`src/rtl/rcq_pkg.sv`:
```
// Package: shared constants and types for the receive character queue.
// Assumes 8-bit characters; the status bit order is part of the interface.
package rcq_pkg;
    localparam int CHAR_W   = 8;
    localparam int NUM_STAT = 4;
    localparam int ST_READY = 0;
    localparam int ST_THR   = 1;
    localparam int ST_OVFL  = 2;
    localparam int ST_TMO   = 3;

    typedef struct packed {
        logic              perr;
        logic [CHAR_W-1:0] data;
    } rcq_entry_t;
endpackage

```
`src/rtl/rcq_store.sv`:
```
// Module: circular storage for received entries with a fill counter.
// Assumes DEPTH is a power of two. Flush has priority over push and pop.
// A push while full is dropped and reported on drop_o; a pop while empty
// leaves the output register untouched.
module rcq_store
    import rcq_pkg::*;
#(
    parameter int DEPTH = 64,
    localparam int AW   = $clog2(DEPTH),
    localparam int CW   = AW + 1
) (
    input  logic       clk,
    input  logic       rst_n,
    input  logic       flush_i,
    input  logic       push_i,
    input  rcq_entry_t push_ent_i,
    input  logic       pop_i,
    output rcq_entry_t pop_ent_o,
    output logic [CW-1:0] cnt_o,
    output logic       drop_o
);
    rcq_entry_t      mem [DEPTH];
    logic [AW-1:0]   wptr_q, rptr_q;
    logic [CW-1:0]   cnt_q;
    rcq_entry_t      out_q;
    logic            full, empty, do_push, do_pop;

    // Decode occupancy and qualify the requests.
    always_comb begin
        full    = (cnt_q == CW'(DEPTH));
        empty   = (cnt_q == '0);
        do_push = push_i && !full && !flush_i;
        do_pop  = pop_i && !empty && !flush_i;
        drop_o  = push_i && full && !flush_i;
    end

    // Storage array write port (data only, no reset needed).
    always_ff @(posedge clk) begin
        if (do_push) begin
            mem[wptr_q] <= push_ent_i;
        end
    end

    // Pointer and counter update.
    always_ff @(posedge clk) begin
        if (!rst_n || flush_i) begin
            wptr_q <= '0;
            rptr_q <= '0;
            cnt_q  <= '0;
        end else begin
            if (do_push) wptr_q <= wptr_q + AW'(1);
            if (do_pop)  rptr_q <= rptr_q + AW'(1);
            case ({do_push, do_pop})
                2'b10:   cnt_q <= cnt_q + CW'(1);
                2'b01:   cnt_q <= cnt_q - CW'(1);
                default: cnt_q <= cnt_q;
            endcase
        end
    end

    // Read register: captures the head entry on each pop.
    always_ff @(posedge clk) begin
        if (!rst_n) begin
            out_q <= '0;
        end else if (do_pop) begin
            out_q <= mem[rptr_q];
        end
    end

    assign pop_ent_o = out_q;
    assign cnt_o     = cnt_q;

    // the count never exceeds the capacity.
    a_r2_cnt_bound: assert property (@(posedge clk) disable iff (!rst_n)
        cnt_q <= CW'(DEPTH));
    // a push onto a full queue without a pop keeps it full.
    a_r3_full_holds: assert property (@(posedge clk) disable iff (!rst_n)
        (full && push_i && !pop_i && !flush_i) |=> (cnt_q == CW'(DEPTH)));
    // a pop on an empty queue keeps the output register.
    a_r4_empty_read: assert property (@(posedge clk) disable iff (!rst_n)
        (empty && pop_i && !push_i && !flush_i) |=> ($stable(out_q) && cnt_q == '0));
    // flush always leaves the queue empty.
    a_r5_flush_empty: assert property (@(posedge clk) disable iff (!rst_n)
        flush_i |=> (cnt_q == '0));
endmodule

```
`src/rtl/rcq_timer.sv`:
```
// Module: idle-interval timer built from a prescaler, a tick divider and a
// tick counter. It assumes nonzero ratios. It restarts on restart_i, runs only
// while active_i is high, and pulses expire_o once per interval.
// A limit of zero keeps it idle.
module rcq_timer #(
    parameter int PRE_W = 8,
    parameter int DIV_W = 8,
    parameter int TMO_W = 10
) (
    input  logic             clk,
    input  logic             rst_n,
    input  logic             restart_i,
    input  logic             active_i,
    input  logic [PRE_W-1:0] pre_div_i,
    input  logic [DIV_W-1:0] tick_div_i,
    input  logic [TMO_W-1:0] limit_i,
    output logic             expire_o
);
    logic [PRE_W-1:0] pre_q;
    logic [DIV_W-1:0] div_q;
    logic [TMO_W-1:0] tick_q;
    logic             fired_q;
    logic             run, us_stb, tick_stb;

    // Cascade of terminal-count strobes.
    always_comb begin
        run      = active_i && !fired_q && (limit_i != '0);
        us_stb   = run && (pre_q == pre_div_i - PRE_W'(1));
        tick_stb = us_stb && (div_q == tick_div_i - DIV_W'(1));
        expire_o = tick_stb && (tick_q == limit_i - TMO_W'(1));
    end

    // Counter chain: cleared on restart or when idle, advanced while running.
    always_ff @(posedge clk) begin
        if (!rst_n || restart_i || !active_i) begin
            pre_q   <= '0;
            div_q   <= '0;
            tick_q  <= '0;
            fired_q <= 1'b0;
        end else if (run) begin
            pre_q <= us_stb ? '0 : pre_q + PRE_W'(1);
            if (us_stb)   div_q  <= tick_stb ? '0 : div_q + DIV_W'(1);
            if (tick_stb) tick_q <= tick_q + TMO_W'(1);
            if (expire_o) fired_q <= 1'b1;
        end
    end

    // an empty queue keeps the tick count at zero.
    a_r9_idle_clear: assert property (@(posedge clk) disable iff (!rst_n)
        (!active_i) |=> (tick_q == '0));
    // an expiry fires only once until the next restart.
    a_r8_single_fire: assert property (@(posedge clk) disable iff (!rst_n)
        (expire_o && !restart_i) |=> !expire_o);
endmodule

```
`src/rtl/rcq_status.sv`:
```
// Module: sticky status bits with write-one-to-clear and set priority.
// Assumes set and clear inputs are sampled on the same edge.
module rcq_status #(
    parameter int NS = 4
) (
    input  logic          clk,
    input  logic          rst_n,
    input  logic [NS-1:0] set_i,
    input  logic [NS-1:0] clr_i,
    output logic [NS-1:0] stat_o
);
    logic [NS-1:0] st_q;

    for (genvar i = 0; i < NS; i++) begin : g_bit
        // One sticky bit: set wins over clear.
        always_ff @(posedge clk) begin
            if (!rst_n)         st_q[i] <= 1'b0;
            else if (set_i[i])  st_q[i] <= 1'b1;
            else if (clr_i[i])  st_q[i] <= 1'b0;
        end

        // a clear without a set empties the bit.
        a_r10_w1c: assert property (@(posedge clk) disable iff (!rst_n)
            (clr_i[i] && !set_i[i]) |=> !st_q[i]);
        // a set condition is never lost to a clear.
        a_r10_set_wins: assert property (@(posedge clk) disable iff (!rst_n)
            set_i[i] |=> st_q[i]);
    end

    assign stat_o = st_q;
endmodule

```
`src/rtl/rx_char_queue.sv`:
```
// Module: receive character queue top. It joins storage, idle timer and status.
// It assumes the receiver presents one character per wr_valid cycle and that
// the reader pops with single-cycle rd_req strobes.
module rx_char_queue
    import rcq_pkg::*;
#(
    parameter int DEPTH = 64,
    parameter int PRE_W = 8,
    parameter int DIV_W = 8,
    parameter int TMO_W = 10,
    localparam int AW   = $clog2(DEPTH),
    localparam int CW   = AW + 1
) (
    input  logic              clk,
    input  logic              rst_n,
    input  logic              enable,
    input  logic              flush_req,
    input  logic              wr_valid,
    input  logic [CHAR_W-1:0] wr_data,
    input  logic              wr_perr,
    input  logic              rd_req,
    output logic [CHAR_W-1:0] rd_data,
    output logic              rd_perr,
    output logic [CW-1:0]     fill_cnt,
    input  logic [AW-1:0]     thr_level,
    input  logic [PRE_W-1:0]  pre_div,
    input  logic [DIV_W-1:0]  tick_div,
    input  logic [TMO_W-1:0]  tmo_limit,
    input  logic [NUM_STAT-1:0] stat_clr,
    input  logic [NUM_STAT-1:0] irq_en,
    output logic [NUM_STAT-1:0] status,
    output logic              irq
);
    logic          en_q;
    logic          flush, push, drop, expire;
    rcq_entry_t    in_ent, out_ent;
    logic [CW-1:0] cnt;
    logic [NUM_STAT-1:0] set_vec;

    // Remember the enable level to detect either transition.
    always_ff @(posedge clk) begin
        if (!rst_n) en_q <= 1'b0;
        else        en_q <= enable;
    end

    // Request decode and status set conditions.
    always_comb begin
        flush           = flush_req || (enable != en_q);
        push            = wr_valid && enable;
        in_ent.data     = wr_data;
        in_ent.perr     = wr_perr;
        set_vec         = '0;
        set_vec[ST_READY] = (cnt != '0);
        set_vec[ST_THR]   = (cnt > {1'b0, thr_level});
        set_vec[ST_OVFL]  = drop;
        set_vec[ST_TMO]   = expire;
    end

    rcq_store #(.DEPTH(DEPTH)) u_store (
        .clk       (clk),
        .rst_n     (rst_n),
        .flush_i   (flush),
        .push_i    (push),
        .push_ent_i(in_ent),
        .pop_i     (rd_req),
        .pop_ent_o (out_ent),
        .cnt_o     (cnt),
        .drop_o    (drop)
    );

    rcq_timer #(.PRE_W(PRE_W), .DIV_W(DIV_W), .TMO_W(TMO_W)) u_timer (
        .clk       (clk),
        .rst_n     (rst_n),
        .restart_i (push),
        .active_i  (cnt != '0),
        .pre_div_i (pre_div),
        .tick_div_i(tick_div),
        .limit_i   (tmo_limit),
        .expire_o  (expire)
    );

    rcq_status #(.NS(NUM_STAT)) u_status (
        .clk    (clk),
        .rst_n  (rst_n),
        .set_i  (set_vec),
        .clr_i  (stat_clr),
        .stat_o (status)
    );

    assign rd_data  = out_ent.data;
    assign rd_perr  = out_ent.perr;
    assign fill_cnt = cnt;
    assign irq      = |(status & irq_en);

    // bytes offered while disabled never change the count.
    a_r5_disabled_ignore: assert property (@(posedge clk) disable iff (!rst_n)
        (!enable && !en_q && !rd_req) |=> $stable(fill_cnt));
    // a drop always leaves the overflow bit set.
    a_r3_drop_flags: assert property (@(posedge clk) disable iff (!rst_n)
        drop |=> status[ST_OVFL]);
endmodule

```
`config.mk`:
```
export PLATFORM = sky130hd
export DESIGN_NAME = rx_char_queue
export DESIGN_NICKNAME = d
export VERILOG_FILES = /design/src/rtl/rcq_pkg.sv /design/src/rtl/rcq_store.sv /design/src/rtl/rcq_timer.sv /design/src/rtl/rcq_status.sv /design/src/rtl/rx_char_queue.sv
export SDC_FILE = /design/constraint.sdc
export NUM_CORES = 1
export LEC_CHECK = 0
export BUFFER_PORTS_ARGS = -buffer_cell sky130_fd_sc_hd__buf_2
export CAP_MARGIN = 20
export CORE_ASPECT_RATIO = 1.5
export CORE_MARGIN = 1.5
export CORE_UTILIZATION = 45
export DETAILED_ROUTE_END_ITERATION = 10
export SLEW_MARGIN = 20
export SYNTH_ARGS = -nofsm -noshare
export SYNTH_HDL_FRONTEND = slang
export SYNTH_SLANG_ARGS = --single-unit
```
`constraint.sdc`:
```
create_clock -name clk -period 3.9 [get_ports clk]
set_input_delay 0.195 -clock clk [delete_from_list [all_inputs] [get_ports clk]]
set_output_delay 0.195 -clock clk [all_outputs]
set_load 0.1 [all_outputs]
```
==> impl_metrics.json, run 1 <==
{
  "reg2regPathDepth": 13,
  "synth_cells": 1445,
  "dp_hpwl_um": 38500,
  "insertion_delay_ns": 0.64,
  "clock_sinks": 636,
  "drv_cap": 0,
  "multiInputGateArea_um2": 7200,
  "finalSetupViolCount": 0,
  "dpl-instance-area_um2": 27900,
  "ys_top_cells_by_area": "edfxtp_1 66%, mux4_2 14%, dfxtp_1 4.6%",
  "die-area_um2": 59500,
  "clkTransAtPathRegs_ns": 0.06,
  "cts_tree": "built",
  "synth_top_area_share_pct": 66.3,
  "skew_ns": 0.0290,
  "fin_crit_ns": 3.58,
  "routed_wirelength_um": 59800,
  "slew_headroom_pct": 35.0,
  "synth_edf_count": 576,
  "grt_pass1_vias": 13900,
  "die_w_um": 200,
  "powerDensity_nw_per_um2": 451,
  "vias": 13631,
  "grt_overflow": 0,
  "ctsRootBufferMaster": "clkbuf_16",
  "ys_warn_count": 0,
  "ys_ff_latch": 636,
  "nFillCells": 4661,
  "async_flop_share_pct": 0,
  "critPathLaunchType": "flop",
  "fin_crit_sh_pct": 91.9,
  "hold_depth": 4,
  "drc": 0,
  "synth_nets": 1517,
  "core_um2": 57000,
  "synth.most_common_cell": "edfxtp_1",
  "diodes": 0,
  "cp.required_ns": 4.42,
  "synthTopCellsByCount": "576 x edfxtp_1, 162 x mux4_2, 102 x nor2_1, 60 x dfxtp_1, 50 x nand2_1",
  "post_cts_buffers": 0,
  "hold_path.class": "in -> reg",
  "final_cells": 2415,
  "grt_max_degree": 65,
  "fin_nets": 1674,
  "htreeDepth": 2,
  "arrival_ns": 4.10,
  "outcome": "complete, no violations",
  "drive_above_1_share_pct": 27.8,
  "ys_types": 59,
  "rsz0062_at_grt": "false",
  "seqCellArea_um2": 18500,
  "hold-worst-slack_ns": 0.0440,
  "tightest_slew_ns": 0.968,
  "row_count": 107,
  "crit_path_end_kind": "flop",
  "max-vdd-ir-drop_v": 0.000391,
  "synth_top_area_cell": "edfxtp_1",
  "pin_count": 76,
  "fin_tns_setup_ns": 0,
  "drtIter0Drc": 927,
  "hold_viol": 0,
  "place.gp.congestion": 0.799,
  "grt_pass1_wl_um": 88700,
  "crit_type": "reg -> reg",
  "cts_made_buffers": 58,
  "synth_area_um2": 26100,
  "die_y_um": 298,
  "stdcell_area_um2": 29900,
  "synth-main-ff-cell": "edfxtp_1",
  "drtPass1Iterations": 5,
  "wl_per_cell_um": 24.8,
  "ant_nets": 0,
  "syn_area_per_cell_um2": 18.1,
  "io_buffers": 75,
  "static-leakage-power_nw": 9.32,
  "slew_viol_final": 0,
  "fmax_mhz": 279,
  "placedCellCount": 2297,
  "antenna_found_initial": 0,
  "start_util_pct": 45.8,
  "track_usage_pct": 20.5,
  "avgViaCountPerCell": 5.64,
  "area_delta_synth_final_pct": 14.6,
  "cp_max_fo": 10,
  "synth-seq-area-share_pct": 70.9,
  "clk_path_buf_depth": 3
}
[cell usage in the layout (no fill, tap or decap), types with 7 or more instances in the layout]
| master | n |
|---|---|
| dfxtp_1 | 50 |
| nand4_1 | 11 |
| mux2i_1 | 27 |
| o21ai_0 | 32 |
| clkbuf_1 | 8 |
| a21oi_1 | 39 |
| edfxtp_1 | 576 |
| clkinv_2 | 14 |
| ha_1 | 17 |
| nor2b_1 | 11 |
| nand3_1 | 30 |
| dlygate4sd3_1 | 8 |
| mux2_2 | 21 |
| o31ai_1 | 10 |
| nor3_1 | 7 |
| a21boi_0 | 10 |
| nand2_1 | 50 |
| buf_2 | 75 |
| mux4_2 | 162 |
| o21a_1 | 7 |
| xor2_1 | 30 |
| or3_1 | 11 |
| or4_1 | 11 |
| buf_4 | 86 |
| a22oi_1 | 15 |
| o211ai_1 | 8 |
| xnor2_1 | 26 |
| clkinv_1 | 12 |
| inv_1 | 24 |
| nand2b_1 | 11 |
| nor2_1 | 102 |
| bufinv_16 | 8 |
| clkbuf_16 | 58 |
[stage by stage]
stage	util, %	total power, mW	worst slack, ns
2_1_floorplan	-	7.64	0.0377
3_3_place_gp	48.9	7.80	0.313
3_5_place_dp	48.9	7.81	0.209
4_1_cts	52.4	13.6	0.193
5_1_grt	52.5	13.9	0.0400
6_report	52.5	13.5	0.318
[report_power, final]
group	total (mW)	internal (mW)	switching [mW]	leakage, nW
Sequential	7.42	7.42	0.000915	5.67
Clock	5.83	3.32	2.51	0.960
Combinational	0.239	0.0633	0.176	2.70
[worst paths after layout]
kind / startpoint / to / slack [ns]
worst max-delay path: u_store.cnt_o[2]$_SDFFE_PP0P_ / u_store.cnt_o[4]$_SDFFE_PP0P_ / 0.32
worst min-delay path: rd_req / u_store.rptr_q[1]$_SDFFE_PP0P_ / 0.04
worst max register to register: u_store.cnt_o[2]$_SDFFE_PP0P_ / u_store.cnt_o[4]$_SDFFE_PP0P_ / 0.32
worst min register to register: u_timer.fired_q$_SDFFE_PP0P_ / u_timer.fired_q$_SDFFE_PP0P_ / 0.47
[kinds of logic (layout without fill, tap and decap cells)]
kind of cell,count (synthesis),after routing,synth area share (%)
AO/OA/AOI/OAI,146,146,3.63
XOR/XNOR,56,56,1.88
adder cells (fa/ha/maj),17,17,0.815
buffers and inverters,100,307,1.57
flip-flops,636,636,70.9
multiplexers,210,210,15.9
AND/OR/NAND/NOR,280,280,5.30
[area by class of cell]
cell class	instances	share of cell area [%]
inverter	24	0.301
timing repair buffer	173	3.95
sequential	636	61.9
tap	763	3.19
multi-input combinational	709	24.1
clock buffer	68	5.04
clock inverter	42	1.52
[timing repair]
action,in CTS,in global routing
hold buffers,8,0
gates resized for setup,0,1
hold endpoints to repair,5,0
setup endpoints to repair,0,2
[per-layer routing]
layer,vias up,global-route usage [%],part of all wire (%)
met1,7040,25.0,38
met2,383,37.2,54
met5,-,0,0
li1,6111,-,-
met3,97,2.89,4.8
met4,0,6.57,2.9
[state kept, by name, summed over array words and instances, names as in the netlist]
name,flops
u_store.mem,576
u_timer.tick_q,10
u_store.pop_ent_o,9
u_timer.div_q,8
u_timer.pre_q,8
u_store.cnt_o,7
u_store.rptr_q,6
u_store.wptr_q,6
u_status.stat_o,4
en_q,1
u_timer.fired_q,1
[critical path, stage by stage (launching register included)]
cell and delay [ns]:
dfxtp_4 0.38, or4_1 0.54, or4_1 0.44, nand3_1 0.17
inv_1 0.14, ha_1 0.24, xor2_1 0.14, ha_1 0.19
a21oi_2 0.17, o21ai_0 0.15, a221oi_2 0.35, xor2_1 0.12
or3_1 0.31, a21oi_1 0.14
Note: power is estimated with default switching activity, not from simulation.
==> run 2: changes to the inputs <==
--- a/config.mk
+++ b/config.mk
@@ -9,7 +9,7 @@
 export CAP_MARGIN = 20
 export CORE_ASPECT_RATIO = 1.5
 export CORE_MARGIN = 1.5
-export CORE_UTILIZATION = 45
+export CORE_UTILIZATION = 40
 export DETAILED_ROUTE_END_ITERATION = 10
 export SLEW_MARGIN = 20
 export SYNTH_ARGS = -nofsm -noshare
==> impl_metrics.json, run 2 (synthesized netlist as in run 1, its figures left out) <==
{
  "fin_crit_sh_pct": 92.8,
  "avgViaCountPerCell": 5.43,
  "power.total_mw": 13.2,
  "routed_wirelength_um": 59900,
  "fin_tns_setup_ns": 0,
  "area_delta_synth_final_pct": 14.8,
  "fin_crit_ns": 3.62,
  "drtIter0Drc": 1140,
  "start_util_pct": 40.5,
  "drive_above_1_share_pct": 27.5,
  "drv_cap": 0,
  "row_count": 114,
  "dpl-instance-area_um2": 28000,
  "met3_usage_pct": 2.39,
  "place.gp.congestion": 0.838,
  "final_common_cell": "edfxtp_1",
  "diodes": 0,
  "die_w_um": 212,
  "hold_viol": 0,
  "wl_per_cell_um": 23.8,
  "die-area_um2": 66800,
  "drc": 0,
  "dp_hpwl_um": 39000,
  "grt_max_degree": 50,
  "core_um2": 64500,
  "clkTransAtPathRegs_ns": 0.06,
  "slew_viol_final": 0,
  "met1_usage_pct": 21.9,
  "powerDensity_nw_per_um2": 442,
  "hold_path.class": "in -> reg",
  "vias": 13645,
  "largest_reg_flops": 576,
  "cp.required_ns": 4.42,
  "tightest_slew_ns": 1.10,
  "crit_path_end_kind": "flop",
  "arrival_ns": 4.14,
  "setup_slack_ns": 0.281,
  "cts_tree": "built",
  "outcome": "complete, no violations",
  "grt_pass1_wl_um": 89200,
  "insertion_delay_ns": 0.62,
  "grt_pass1_vias": 14039,
  "antenna_found_initial": 1,
  "die_y_um": 316,
  "finalSetupViolCount": 0,
  "busiest_layer": "met2",
  "grt_overflow": 0,
  "rsz0062_at_grt": "false",
  "top_register": "u_store.mem",
  "max-vdd-ir-drop_v": 0.000394,
  "clk_path_buf_depth": 3,
  "static-leakage-power_nw": 9.26,
  "ctsRootBufferMaster": "clkbuf_16",
  "track_usage_pct": 18.3,
  "ant_nets": 0,
  "slew_headroom_pct": 26.7,
  "crit_type": "reg -> reg",
  "fin_nets": 1670,
  "htreeDepth": 2,
  "fmax_mhz": 276,
  "stdcell_area_um2": 30000,
  "layout_common_cells": "576 x edfxtp_1, 162 x mux4_2, 102 x nor2_1, 81 x buf_4, 75 x buf_2",
  "pre_cts_ws_ns": 0.242,
  "critPathLaunchType": "flop",
  "pin_count": 76,
  "drtPass1Iterations": 7,
  "gr-usage-met2_pct": 34.0,
  "cp_max_fo": 10,
  "io_buffers": 75,
  "clock_sinks": 636,
  "skew_ns": 0.0190,
  "cts_made_buffers": 57,
  "post_cts_buffers": 0
}
## run 2: changes by cell type in the layout (fill, tap and decap cells not counted), moves of 2 or more
cell and change:
buf_12 +3, buf_4 -5, bufinv_16 -2, clkbuf_8 -2, clkinv_2 -2, clkinvlp_4 +2
inv_6 -2
## run 2: layer usage
metal,routed length (um),vias to the layer above
met1,23300,7098
met2,32400,344
met4,1710,2
li1,-,6102
met5,13,-
met3,2390,99
## run 2: area by class of cell
cell class	instances	area, um2
flip-flops and latches	636	18500
clock inverters	40	382
multi-input cells	709	7200
clock buffers	66	1480
fillers	5511	34500
inverters	24	90.1
repair buffers	170	1190
well taps	870	1090
## run 2: worst paths after layout
check / from / endpoint / slack, ns / cells past startpoint
worst max-delay path: u_store.cnt_o[2]$_SDFFE_PP0P_ / u_store.cnt_o[4]$_SDFFE_PP0P_ / 0.28 / 13
worst min-delay path: rd_req / u_store.rptr_q[1]$_SDFFE_PP0P_ / 0.02 / 4
worst max register to register: u_store.cnt_o[2]$_SDFFE_PP0P_ / u_store.cnt_o[4]$_SDFFE_PP0P_ / 0.28 / 13
worst min register to register: u_timer.fired_q$_SDFFE_PP0P_ / u_timer.fired_q$_SDFFE_PP0P_ / 0.47 / 1
## run 2: per-stage QoR
step           utilization (%)  std cells  hold WS (ns)
2_1_floorplan                -       1445         0.294
3_3_place_gp              43.5       2402         0.451
3_5_place_dp              43.5       2402         0.459
4_1_cts                   46.5       2515       0.00209
5_1_grt                   46.5       2515        0.0473
6_report                  46.5       2515        0.0212
## run 2: what timing repair did
item,4_1_cts,5_1_grt
endpoints found under the hold margin,5,0
endpoints found under the setup margin,0,1
gates resized for setup,0,1
hold buffers,7,0
## run 2: power by group
group	switching (mW)	internal (mW)
clock network	2.46	3.13
logic	0.176	0.0632
registers	0.000963	7.42
## run 2: critical path, cell delays in order, from the launching register on
cell and delay, ns:
dfxtp_4 0.37, or4_1 0.56, or4_1 0.44, nand3_1 0.16, inv_1 0.14, ha_1 0.25
xor2_1 0.14, ha_1 0.20, a21oi_2 0.16, o21ai_0 0.16, a221oi_2 0.35, xor2_1 0.14
or3_1 0.33, a21oi_1 0.14
==> run 3: changes to the inputs <==
--- a/config.mk
+++ b/config.mk
@@ -11,6 +11,7 @@
 export CORE_MARGIN = 1.5
 export CORE_UTILIZATION = 40
 export DETAILED_ROUTE_END_ITERATION = 10
+export RECOVER_POWER = 100
 export SLEW_MARGIN = 20
 export SYNTH_ARGS = -nofsm -noshare
 export SYNTH_HDL_FRONTEND = slang
==> impl_metrics.json, run 3 (synthesized netlist as in run 1, its figures left out) <==
{
  "outcome": "finished with violations",
  "violations": "capacitance limit, slew limit",
  "start_util_pct": 40.5,
  "tightest_slew_ns": 2.67,
  "dp_hpwl_um": 39000,
  "die_w_um": 212,
  "routed_wirelength_um": 60100,
  "static-leakage-power_nw": 8.83,
  "drive_above_1_share_pct": 20.9,
  "holdPathEnd": "u_store.rptr_q[1]$_SDFFE_PP0P_",
  "core_um2": 64500,
  "avgViaCountPerCell": 5.43,
  "slew_viol_final": 475,
  "drtPass1Iterations": 6,
  "ctsRootBufferMaster": "clkbuf_16",
  "fin_nets": 1670,
  "switchingPower_mw": 2.65,
  "cp_num_buf_inv": 1,
  "fin_crit_sh_pct": 92.7,
  "grt_max_degree": 50,
  "crit_path_end_kind": "flop",
  "track_usage_pct": 18.3,
  "hold_viol": 0,
  "pin_count": 76,
  "drtIter0Drc": 1135,
  "cpMaxStageDelayCell": "or4_1",
  "top_register": "u_store.mem",
  "post_cts_buffers": 0,
  "hold-worst-slack_ns": 0.0208,
  "stdcell_area_um2": 29600,
  "wl_per_cell_um": 23.9,
  "finalSetupViolCount": 0,
  "clkTransAtPathRegs_ns": 0.06,
  "drc": 0,
  "pre_cts_ws_ns": 0.242,
  "cp_max_fo": 10,
  "grt_overflow": 0,
  "arrival_ns": 4.13,
  "skew_ns": 0.0213,
  "path_cells": "or4_1 -> or4_1 -> nand3_1 -> inv_1 -> ha_1 -> xor2_1 -> ha_1 -> a21oi_2 -> o21ai_0 -> a221oi_2 -> xor2_1 -> or3_1 -> a21oi_1",
  "io_buffers": 75,
  "drv_cap": 13,
  "ant_nets": 0,
  "place.gp.congestion": 0.838,
  "area_delta_synth_final_pct": 13.4,
  "reg2reg_to": "u_store.cnt_o[4]$_SDFFE_PP0P_",
  "fin_crit_ns": 3.61,
  "setup_slack_ns": 0.286,
  "cts_made_buffers": 57,
  "hp-start": "rd_req",
  "largest_reg_flops": 576,
  "slowest_delay_ns": 0.56,
  "die-area_um2": 66800,
  "die_y_um": 316,
  "r2r_setup_slack_ns": 0.29,
  "worst_path_dominant_cell_family": "simple AND/OR/NAND/NOR gates",
  "dpl-instance-area_um2": 28000,
  "diodes": 0,
  "htreeDepth": 2,
  "vias": 13652,
  "power.total_mw": 13.3,
  "p_seq_share_pct": 56.0,
  "crit_start": "u_store.cnt_o[2]$_SDFFE_PP0P_",
  "clock_sinks": 636,
  "hold_depth": 4,
  "grt_pass1_vias": 14039,
  "layout_common_cells": "576 x edfxtp_1, 162 x mux4_2, 113 x clkbuf_1, 102 x nor2_1, 58 x clkbuf_16",
  "fin_tns_setup_ns": 0,
  "antenna_found_initial": 0,
  "grt_pass1_wl_um": 89200,
  "power_frac_comb_pct": 1.8,
  "final_common_cell": "edfxtp_1",
  "slew_headroom_pct": -77.8,
  "row_count": 114,
  "reg2regPathDepth": 13,
  "hold_path.class": "in -> reg",
  "intPower_mw": 10.6,
  "fmax_mhz": 277,
  "p_sw_share_pct": 20.0,
  "rsz0062_at_grt": "false",
  "powerDensity_nw_per_um2": 448,
  "clk_path_buf_depth": 3,
  "cts_tree": "built",
  "max-vdd-ir-drop_v": 0.000394,
  "critPathLaunchType": "flop",
  "insertion_delay_ns": 0.62,
  "crit_type": "reg -> reg",
  "r2r-start": "u_store.cnt_o[2]$_SDFFE_PP0P_",
  "cp.required_ns": 4.42,
  "clockPowerShare_pct": 42.3
}
run 3: layout make-up:
class,count,area [um2]
multi-input cells,709,7180
repair buffers,170,868
well taps,870,1090
inverters,24,90.1
clock buffers,66,1480
flip-flops and latches,636,18500
fillers,5603,34900
clock inverters,40,382
run 3: stage by stage:
stage	utilization, %	std cells
floorplan	-	1445
global placement	43.5	2402
detailed placement	43.5	2402
CTS	46.5	2515
global route	45.9	2515
finish	45.9	2515
run 3: worst max-delay path by stage:
stage,end,cells after the start
finish,u_store.cnt_o[4]$_SDFFE_PP0P_,13
global route,u_store.cnt_o[4]$_SDFFE_PP0P_,13
CTS,u_store.cnt_o[4]$_SDFFE_PP0P_,13
detailed placement,u_store.cnt_o[4]$_SDFFE_PP0P_,13
global placement,u_store.cnt_o[6]$_SDFFE_PP0P_,14
floorplan,u_store.cnt_o[4]$_SDFFE_PP0P_,15
run 3: timing repair:
item,CTS,global route
hold buffers,7,0
endpoints found under the setup margin,0,1
endpoints found under the hold margin,5,0
gates resized for setup,0,1
run 3: worst reg2reg max path: cells and delay by family (launching register included):
kind | cells | cell delay (ns)
and+or+nand+nor | 4 | 1.49
AOI/OAI and AO/OA | 4 | 0.80
adders and majority gates | 2 | 0.45
DFF | 1 | 0.38
xor gates and xnor gates | 2 | 0.28
buffers and inverters | 1 | 0.14
run 3: power groups by stage:
stage	Clock, mW	Combinational (mW)	Sequential [mW]
floorplan	0	0.0665	7.57
global placement	0	0.228	7.56
detailed placement	0	0.239	7.57
CTS	5.73	0.244	7.42
global route	5.97	0.255	7.42
finish	5.60	0.232	7.43
run 3: metal layers:
metal | GRT usage [%] | wire length, um | share of wire, %
met3 | 2.39 | 2370 | 3.9
met1 | 21.9 | 23300 | 39
met5 | 0 | 0 | 0
met4 | 5.94 | 1730 | 2.9
met2 | 34.0 | 32700 | 54
